**src/rtl/fts_pkg.sv**
```systemverilog
`timescale 1ns/1ps
package fts_pkg;
    typedef enum logic [1:0] {
        PWR_RUN   = 2'd0,
        PWR_DOZE  = 2'd1,
        PWR_SLEEP = 2'd2,
        PWR_WAKE  = 2'd3
    } pwr_state_t;
endpackage

```
**src/rtl/fts_pwr_fsm.sv**
```systemverilog
`timescale 1ns/1ps
module fts_pwr_fsm
    import fts_pkg::*;
(
    input  logic clk,
    input  logic rst_n,
    input  logic zz,
    output logic run
);
    pwr_state_t state_q, state_d;

    // state register
    always_ff @(posedge clk or negedge rst_n) begin
        if (!rst_n) state_q <= PWR_RUN;
        else        state_q <= state_d;
    end

    // next state: two samples in each direction
    always_comb begin
        state_d = state_q;
        unique case (state_q)
            PWR_RUN:   if (zz)  state_d = PWR_DOZE;
            PWR_DOZE:  state_d = zz ? PWR_SLEEP : PWR_RUN;
            PWR_SLEEP: if (!zz) state_d = PWR_WAKE;
            PWR_WAKE:  state_d = zz ? PWR_SLEEP : PWR_RUN;
            default:   state_d = PWR_RUN;
        endcase
    end

    // outputs
    always_comb begin
        unique case (state_q)
            PWR_RUN: run = 1'b1;
            default: run = 1'b0;
        endcase
    end

    assert_enter_R10: assert property (@(posedge clk) disable iff (!rst_n)
        (state_q == PWR_DOZE && zz) |=> (state_q == PWR_SLEEP));
    assert_wake_R11: assert property (@(posedge clk) disable iff (!rst_n)
        (state_q == PWR_WAKE && !zz) |=> run);
endmodule

```
**src/rtl/fts_burst_seq.sv**
```systemverilog
`timescale 1ns/1ps
module fts_burst_seq #(
    parameter int CW = 2
) (
    input  logic          clk,
    input  logic          rst_n,
    input  logic          load,
    input  logic [CW-1:0] seed,
    input  logic          step,
    input  logic          ilv,
    output logic [CW-1:0] cur
);
    logic [CW-1:0] seed_q, beat_q;

    always_ff @(posedge clk or negedge rst_n) begin
        if (!rst_n) begin
            seed_q <= '0;
            beat_q <= '0;
        end else if (load) begin
            seed_q <= seed;
            beat_q <= '0;
        end else if (step) begin
            beat_q <= beat_q + CW'(1);
        end
    end

    always_comb cur = ilv ? (seed_q ^ beat_q) : (seed_q + beat_q);

    assert_step_R4: assert property (@(posedge clk) disable iff (!rst_n)
        (step && !load) |=> (beat_q == $past(beat_q) + CW'(1)));
    assert_load_R4: assert property (@(posedge clk) disable iff (!rst_n)
        load |=> (beat_q == '0));
endmodule

```
**src/rtl/fts_lane_dec.sv**
```systemverilog
`timescale 1ns/1ps
module fts_lane_dec #(
    parameter int LANES = 4
) (
    input  logic             gw_n,
    input  logic             bwe_n,
    input  logic [LANES-1:0] sel_n,
    output logic [LANES-1:0] we
);
    for (genvar g = 0; g < LANES; g++) begin : g_lane
        assign we[g] = !gw_n || (!bwe_n && !sel_n[g]);
    end
endmodule

```
**src/rtl/fts_store.sv**
```systemverilog
`timescale 1ns/1ps
module fts_store #(
    parameter int AW    = 6,
    parameter int LANES = 4,
    parameter int LW    = 8
) (
    input  logic                clk,
    input  logic [AW-1:0]       waddr,
    input  logic [LANES-1:0]    wmask,
    input  logic [LANES*LW-1:0] wdata,
    input  logic [AW-1:0]       raddr,
    output logic [LANES*LW-1:0] rdata
);
    localparam int DEPTH = 1 << AW;

    for (genvar g = 0; g < LANES; g++) begin : g_lane
        logic [LW-1:0] cells [DEPTH];
        always_ff @(posedge clk) begin
            if (wmask[g]) cells[waddr] <= wdata[g*LW +: LW];
        end
        assign rdata[g*LW +: LW] = cells[raddr];
    end
endmodule

```
**src/rtl/fts_burst_ram.sv**
```systemverilog
`timescale 1ns/1ps
module fts_burst_ram #(
    parameter int AW    = 6,
    parameter int LANES = 4,
    parameter int LW    = 8
) (
    input  logic                clk,
    input  logic                rst_n,
    input  logic                adsp_n,
    input  logic                adsc_n,
    input  logic                adv_n,
    input  logic                ce1_n,
    input  logic                ce2,
    input  logic                ce3_n,
    input  logic                gw_n,
    input  logic                bwe_n,
    input  logic [LANES-1:0]    bw_n,
    input  logic                oe_n,
    input  logic                zz,
    input  logic                burst_ilv,
    input  logic [AW-1:0]       addr,
    input  logic [LANES*LW-1:0] din,
    output logic [LANES*LW-1:0] dout,
    output logic                dout_en
);
    localparam int CW = 2;
    localparam int HW = AW - CW;

    logic             run;
    logic             p_seen, c_seen, strobe, selected;
    logic             start, c_write, cont, cont_write, step;
    logic [LANES-1:0] lane_we, wmask;
    logic             wr_any;
    logic             active_q;
    logic [HW-1:0]    hi_q;
    logic [CW-1:0]    cur;
    logic [AW-1:0]    waddr, raddr;

    fts_pwr_fsm u_pwr (
        .clk  (clk),
        .rst_n(rst_n),
        .zz   (zz),
        .run  (run)
    );

    fts_lane_dec #(.LANES(LANES)) u_dec (
        .gw_n (gw_n),
        .bwe_n(bwe_n),
        .sel_n(bw_n),
        .we   (lane_we)
    );

    // strobe recognition: processor strobe gated by ce1_n, and it wins
    always_comb begin
        p_seen     = !adsp_n && !ce1_n;
        c_seen     = !adsc_n && !p_seen;
        strobe     = p_seen || c_seen;
        selected   = !ce1_n && ce2 && !ce3_n;
        wr_any     = |lane_we;
        start      = run && strobe && selected;
        c_write    = start && c_seen && adsp_n && wr_any;
        cont       = run && !strobe && active_q;
        cont_write = cont && wr_any;
        step       = cont && !adv_n;
    end

    always_ff @(posedge clk or negedge rst_n) begin
        if (!rst_n) begin
            active_q <= 1'b0;
            hi_q     <= '0;
        end else if (!run) begin
            active_q <= 1'b0;
        end else if (strobe) begin
            active_q <= selected;
            if (selected) hi_q <= addr[AW-1:CW];
        end
    end

    fts_burst_seq #(.CW(CW)) u_seq (
        .clk  (clk),
        .rst_n(rst_n),
        .load (start),
        .seed (addr[CW-1:0]),
        .step (step),
        .ilv  (burst_ilv),
        .cur  (cur)
    );

    always_comb begin
        raddr = {hi_q, cur};
        waddr = c_write ? addr : raddr;
        wmask = (c_write || cont_write) ? lane_we : '0;
    end

    fts_store #(.AW(AW), .LANES(LANES), .LW(LW)) u_store (
        .clk  (clk),
        .waddr(waddr),
        .wmask(wmask),
        .wdata(din),
        .raddr(raddr),
        .rdata(dout)
    );

    always_comb dout_en = run && active_q && !oe_n && !wr_any;

    assert_oe_gate_R9: assert property (@(posedge clk) disable iff (!rst_n)
        dout_en |-> !oe_n);
    assert_write_float_R9: assert property (@(posedge clk) disable iff (!rst_n)
        dout_en |-> (gw_n && (bwe_n || (&bw_n))));
    assert_quiet_R10: assert property (@(posedge clk) disable iff (!rst_n)
        !run |-> (wmask == '0));
    assert_gw_all_R5: assert property (@(posedge clk) disable iff (!rst_n)
        !gw_n |-> (&lane_we));
    assert_deselect_R1: assert property (@(posedge clk) disable iff (!rst_n)
        (run && strobe && !selected) |=> !dout_en);
    assert_hold_hi_R4: assert property (@(posedge clk) disable iff (!rst_n)
        (!run || !strobe) |=> $stable(hi_q));
endmodule

```
**config.mk**
```make
export PLATFORM = sky130hd
export DESIGN_NAME = fts_burst_ram
export DESIGN_NICKNAME = d
export VERILOG_FILES = /design/src/rtl/fts_pkg.sv /design/src/rtl/fts_pwr_fsm.sv /design/src/rtl/fts_burst_seq.sv /design/src/rtl/fts_lane_dec.sv /design/src/rtl/fts_store.sv /design/src/rtl/fts_burst_ram.sv
export SDC_FILE = /design/constraint.sdc
export NUM_CORES = 2
export LEC_CHECK = 0
export BUFFER_PORTS_ARGS = -buffer_cell sky130_fd_sc_hd__buf_2
export CAP_MARGIN = 0
export CORE_MARGIN = 4
export CORE_UTILIZATION = 25
export DETAILED_ROUTE_END_ITERATION = 6
export GPL_ROUTABILITY_DRIVEN = 1
export SYNTH_ARGS = -nofsm -noshare
export SYNTH_HDL_FRONTEND = slang
export SYNTH_SLANG_ARGS = --single-unit
```
**constraint.sdc**
```tcl
create_clock -name clk -period 5.8 [get_ports clk]
set_clock_uncertainty 0.15 [all_clocks]
set_input_delay 0.29 -clock clk [delete_from_list [all_inputs] [get_ports clk]]
set_output_delay 0.29 -clock clk [all_outputs]
set_load 0.005 [all_outputs]
```
-- Word level (Yosys, flattened, before mapping)
Memory sizes are Yosys's and may differ from the RTL's.
Cells that the tools add are included.
- register bits after elaboration: 11
- bits in writable memories: 2048
- output and inout port bits: 33
- logic and storage cells: 85
- memories kept: 4
- memories (name ; depth ; bits a word ; rd ports ; clocked after memory_dff ; wr ports ; RTL line ; source):
    u_store.g_lane[0].cells ; 64 ; 8 ; 1 ; 0 ; 1 ; fts_store.sv:17 ; logic [LW-1:0] cells [DEPTH];
    u_store.g_lane[1].cells ; 64 ; 8 ; 1 ; 0 ; 1 ; fts_store.sv:17 ;
    u_store.g_lane[2].cells ; 64 ; 8 ; 1 ; 0 ; 1 ; fts_store.sv:17 ;
    u_store.g_lane[3].cells ; 64 ; 8 ; 1 ; 0 ; 1 ; fts_store.sv:17 ;
- add/subtract/negate cells: 2
- equality and inequality tests: 6
- muxes and demuxes: 20
- bitwise logic cells: 1
- reduce and logical (&&, ||, !) cells: 47
- operator list (kind ; count):
    logical AND 1 bit ; 20
    logical NOT 1 bit ; 15
    two-way mux 2 bit ; 6
    two-way mux 1 bit ; 11
    logical OR 1 bit ; 6
    two-way mux 6 bit ; 1
    case mux 2 bit (3 select lines) ; 1
    == test 2 bit (second input constant) ; 2
    two-way mux 4 bit ; 1
    != test 2 bit (second input constant) ; 2
    OR reduction 4 bit ; 1
    AND reduction 3 bit ; 1
    adder 2 x 1 -> 2 bit (second input constant) ; 1
    adder 2 bit ; 1
    == test 2 x 1 -> 1 bit (second input constant) ; 1
    logical NOT 2 bit ; 1
    != test 2 x 1 -> 1 bit (second input constant) ; 1
    AND reduction 2 bit ; 1
    nonzero test 2 bit ; 1
    OR reduction 2 bit ; 1
    XOR 2 bit ; 1

-- Logic depth before layout (Yosys ltp)
- depth in word-level cells: 14
- depth in mapped cells: 12

-- Modules after synthesis
From an unflattened synthesis, not the netlist that was laid out.
- cell total of the unflattened synthesis: 3726
- area total of the unflattened synthesis: 80353.3 um2
- by module, submodules not included (module ; instances ; cells an instance ; area an instance (um2) ; sequential area each (um2)):
    fts_store ; 1 ; 3668 ; 79690.2 ; 61499.0
    fts_burst_ram ; 1 ; 32 ; 360.3 ; 125.1
    fts_burst_seq ; 1 ; 16 ; 201.4 ; 100.1
    fts_pwr_fsm ; 1 ; 6 ; 81.3 ; 50.0
    fts_lane_dec ; 1 ; 4 ; 20.0 ; 0.0

-- Least setup slack after synthesis
OpenSTA, ideal clock, no wires.
- kind: register to register
- from: reg (tool-made name)
- to: mem u_store.g_lane[0].cells[10][0] (enable)
- data arrival time: 2.875 ns
- data required time: 5.280 ns
- setup slack: 2.405 ns
- cell stages (with the launch flop): 8
- path buffers: 2
- period minus slack after synthesis: 3.395 ns
- cells stage by stage: dfrtp_1 -> or4b_4 -> a2111oi_4 -> mux2_2 -> or3_1 -> clkbuf_1 -> buf_2 -> nor2_1
- RTL lines (element ; RTL line):
    to (decl) ; fts_store.sv:17

-- Final worst setup path
- from: reg u_seq.beat_q[0]
- to: out dout[17]
- longest elaborated chain between the ends: 3
- elaborated cells between the ends (all ways): 4
- those cells by class: add/sub (1); mux (1); bitwise (1); memory (1)
- RTL lines (element ; RTL line ; source):
    from (decl) ; fts_burst_seq.sv:13 ; logic [CW-1:0] seed_q, beat_q;
    from (signal assigned) ; fts_burst_seq.sv:23 ; beat_q <= beat_q + CW'(1);
    adder 2 bit / XOR 2 bit (equally long branches) ; fts_burst_seq.sv:27 ; always_comb cur = ilv ? (seed_q ^ beat_q) : (seed_q + beat_q);
    two-way mux 2 bit (*) ; fts_burst_seq.sv:27 ;
    memory read (64 x 8 bit) (*) ; n/a ;
    to (decl) ; fts_burst_ram.sv:23 ; output logic [LANES*LW-1:0] dout,
Mark *: on every way between the ends. The rest lies on a longest branch, timed or not.

==> impl_results.md <==
- Status: finished clean
- Mapped cell area: 0.0818 mm²
- Finished Core Util: 29.3%
- Routed Antenna Nets: 0
- CP endpoint kind: primary output
- Die Ht: 580 µm
- Drt drc: 0
- # IOs: 88
- Share of post-route cells with drive strength above 1: 21.0%
- Syn Inst Count: 4,462
- Final Max Tran Viols: 0
- First-pass detailed-route iteration total: 7
- FFs w/ async S/R, synth: 0.534%
- Setup TNS: 0 ns
- HPWL reported at the end of detailed placement: 144,000 µm
- Internal: 30,200 µW
- Post-Route WL: 234,000 µm
- Synth unique cells: 58
- # Post-CTS Setup Buffers: 0
- Fillers: 31.8k
- Routed vias: 44.8k
- Multi-input logic area: 0.0188 mm²
- Met1 Track Usage GR: 18.0%
- First-pass GRT wire length: 334,000 µm
- Sw Ratio: 35.5%
- Top post-synthesis cells by area: edfxtp_1, mux4_2, nand2_1
- Sequential fraction of the synthesis area: 75.6%
- Required @ worst endpoint: 5.36 ns
- Clock sinks: 2,059
- Setup ws final: 0.419 ns
- Area share of the largest cell type after synthesis: 75.2%
- CTS buffer count: 206
- Max IR drop VDD: 0.000643 V
- Crit path top cell by count: a21oi_1
- Slowest stage delay, CP: 0.67 ns
- Worst path cell trace: ha_4 > inv_2 > nand2_2 > buf_4 > o221ai_1 > a21oi_1 > o41ai_1 > a21oi_1 > buf_2
- Met2 Use GR: 21.2%
- Chip width: 580 µm
- Tcrit/Tclk final: 92.8%
- Register bit total from synthesis: 2,059
- Bufs on Longest Clock Path: 3
- Initial core utilization: 25.2%
- Fmax: 186 MHz
- Gate power share: 36.1%
- Post-Layout Cell Count: 9,189
- CP bufs+invs: 3
- Cell taking the most area after synthesis: edfxtp_1
- RSZ-0062 raised after global routing: false
- GRT overflow: 0
- Relative slew slack: 4.07%
- Starting DRT DRC Count: 5,809
- Initial antenna violation count: 29
- CTS tree: built
- Drt wl/cell: 25.5 µm
- Met3 usage: 3.88%
- Lkg Pwr: 0.0292 µW
- Worst skew pair latency: 0.83 ns
- Synth warnings: 0
- Cell Pwr Density: 493 mW/mm²
- Routability cong.: 0.835
- DR vias/cell: 4.88
- Final nets: 4,733
- Pin count of the biggest net entering global routing: 138
- Tmin final: 5.38 ns
- H-tree depth: 4
- Syn Area/Cell: 18.3 µm²
- GRT Overall Usage: 13.5%
- Total area of sequential cells: 0.0618 mm²
- Number of global-route vias before repair: 45.1k
- Endpoints failing hold: 0
- Net Switching: 16,600 µW
- Port bufs: 87
- Clk slew on worst S/H paths: 0.06 ns
- Setup CP Type: flop to primary output
- Num rows: 209
- Slowest-stage cell, CP: o41ai_1
- Setup Viol. Count Final: 0
- Area grow syn2layout: 16.3%
- Startpoint types: flop
- Clock network power share: 28.4%
- CP max FO: 26
- Number of synthesized flops with an enable pin: 2,048
- Pwr Total: 46,900 µW
- Cell family with most CP delay: compound AO/OA/AOI/OAI gates
- Top_reg_cell synth: edfxtp_1
- Full die area: 0.336 mm²
- Total core area: 0.325 mm²
- Syn nets: 4,518
- Hold crit path type: input pin to flop
- Reg power frac: 35.6%
- Slew of the pin with the lowest slew margin: 1.44 ns
- Arr. time, crit path: 4.94 ns
- # Max-Cap Violations: 0
- Placed Instances: 8,745
- Root Buffer Master: clkbuf_16
- GRT busiest layer: met2
- Pre-CTS WS: 0.857 ns
[layout by cell type, fill, tap and decap left out, drive strengths merged, types with 19 or more instances in the layout]
master       instances
edfxtp            2048
nand2              475
mux4               404
nor2               324
buf                254
clkbuf             247
a21oi              155
mux2i              142
clkinv              98
o221ai              96
a31oi               85
o21ai               73
nand3               53
dlygate4sd3         49
nor3                39
o22ai               33
a221oi              31
o311ai              25
o41ai               24
a221o               23
o21a                22
bufinv              19
[worst paths after layout]
check / slack [ns] / to / depth (start not counted) / start
max in group asynchronous: 4.49 / hi_q[0]$_DFFE_PN0N_ / 3 / rst_n
min: 0.04 / u_store.g_lane[1].cells[52][5]$_DFFE_PP_ / 2 / din[13]
max reg2reg: 0.76 / u_store.g_lane[2].cells[59][2]$_DFFE_PP_ / 7 / flop
min in group asynchronous: 0.45 / u_pwr.state_q[0]$_DFFE_PN0P_ / 3 / rst_n
max: 0.42 / dout[17] / 9 / u_seq.beat_q[0]$_DFFE_PN0P_
min reg2reg: 0.34 / u_pwr.state_q[0]$_DFFE_PN0P_ / 1 / u_pwr.state_q[0]$_DFFE_PN0P_
[per-stage QoR]
stage | hold WS, ns | area, µm²
floorplan | -0.156 | 81800
global placement | 0.0811 | 87900
detailed placement | 0.0829 | 87900
CTS | 0.0390 | 95100
global route | 0.0122 | 95100
finish | 0.0420 | 95100
[state kept, by name, summed over array words and instances, names as in the netlist, named ones only]
register	cells
u_store.g_lane.cells	2048
hi_q	4
u_seq.beat_q	2
u_seq.seed_q	2
active_q	1
u_pwr.state_q	1
[power by group through the flow]
| stage | sequential [µW] | combinational [µW] | clock [µW] |
|---|---|---|---|
| floorplan | 16700 | 10400 | 0 |
| global placement | 17000 | 16800 | 0 |
| detailed placement | 17000 | 16900 | 0 |
| CTS | 16700 | 17100 | 13500 |
| global route | 16700 | 18000 | 14200 |
| finish | 16700 | 16900 | 13300 |
[routing by layer]
layer / vias to the layer above / part of all wire (%)
li1: 18600 / -
met1: 23400 / 40
met2: 2345 / 47
met3: 410 / 10
met4: 14 / 3.3
met5: - / 0.035
[final cells by class]
type / instances / area share, %
diodes: 11 / 0.0289
clock inverters: 137 / 1.40
clock buffers: 247 / 5.69
inverters: 4 / 0.0210
repair buffers: 303 / 2.41
multi-input cells: 2103 / 19.8
well taps: 4325 / 5.69
flip-flops and latches: 2059 / 65.0
[cell usage after synthesis, drive strengths merged (4+ instances only)]
library cell	n
o311ai	25
nand3	53
buf	121
o41ai	24
xnor2	5
o22ai	33
mux4	404
a221o	23
dfrtp	11
nor2	324
mux2i	142
a311oi	15
o21a	22
a31oi	85
mux2	17
edfxtp	2048
nand2	475
a211oi	12
o21ai	73
a21oi	155
and2	7
nand2b	4
nor3	39
o221ai	96
nand4	4
a221oi	31
clkbuf	175
[repair_timing]
action / in CTS / in global routing
gates resized for setup: 0 / 1
endpoints found under the setup margin: 0 / 1
hold buffers: 49 / 0
endpoints found under the hold margin: 1006 / 0
[cell families (layout without fill, tap and decap cells)]
logic type                 after synthesis  in the layout  share of synthesized area [%]
DFF                                   2059           2059                           75.6
adders and majority gates                1              1                         0.0153
buffers and inverters                  300            691                           1.55
xor gates and xnor gates                 7              7                         0.0750
other                                    0             11                              0
AOI/OAI and AO/OA                      615            615                           5.19
and+or+nand+nor                        917            917                           4.51
muxes                                  563            563                           13.1
No activity file was read; power rests on OpenSTA's default activity.
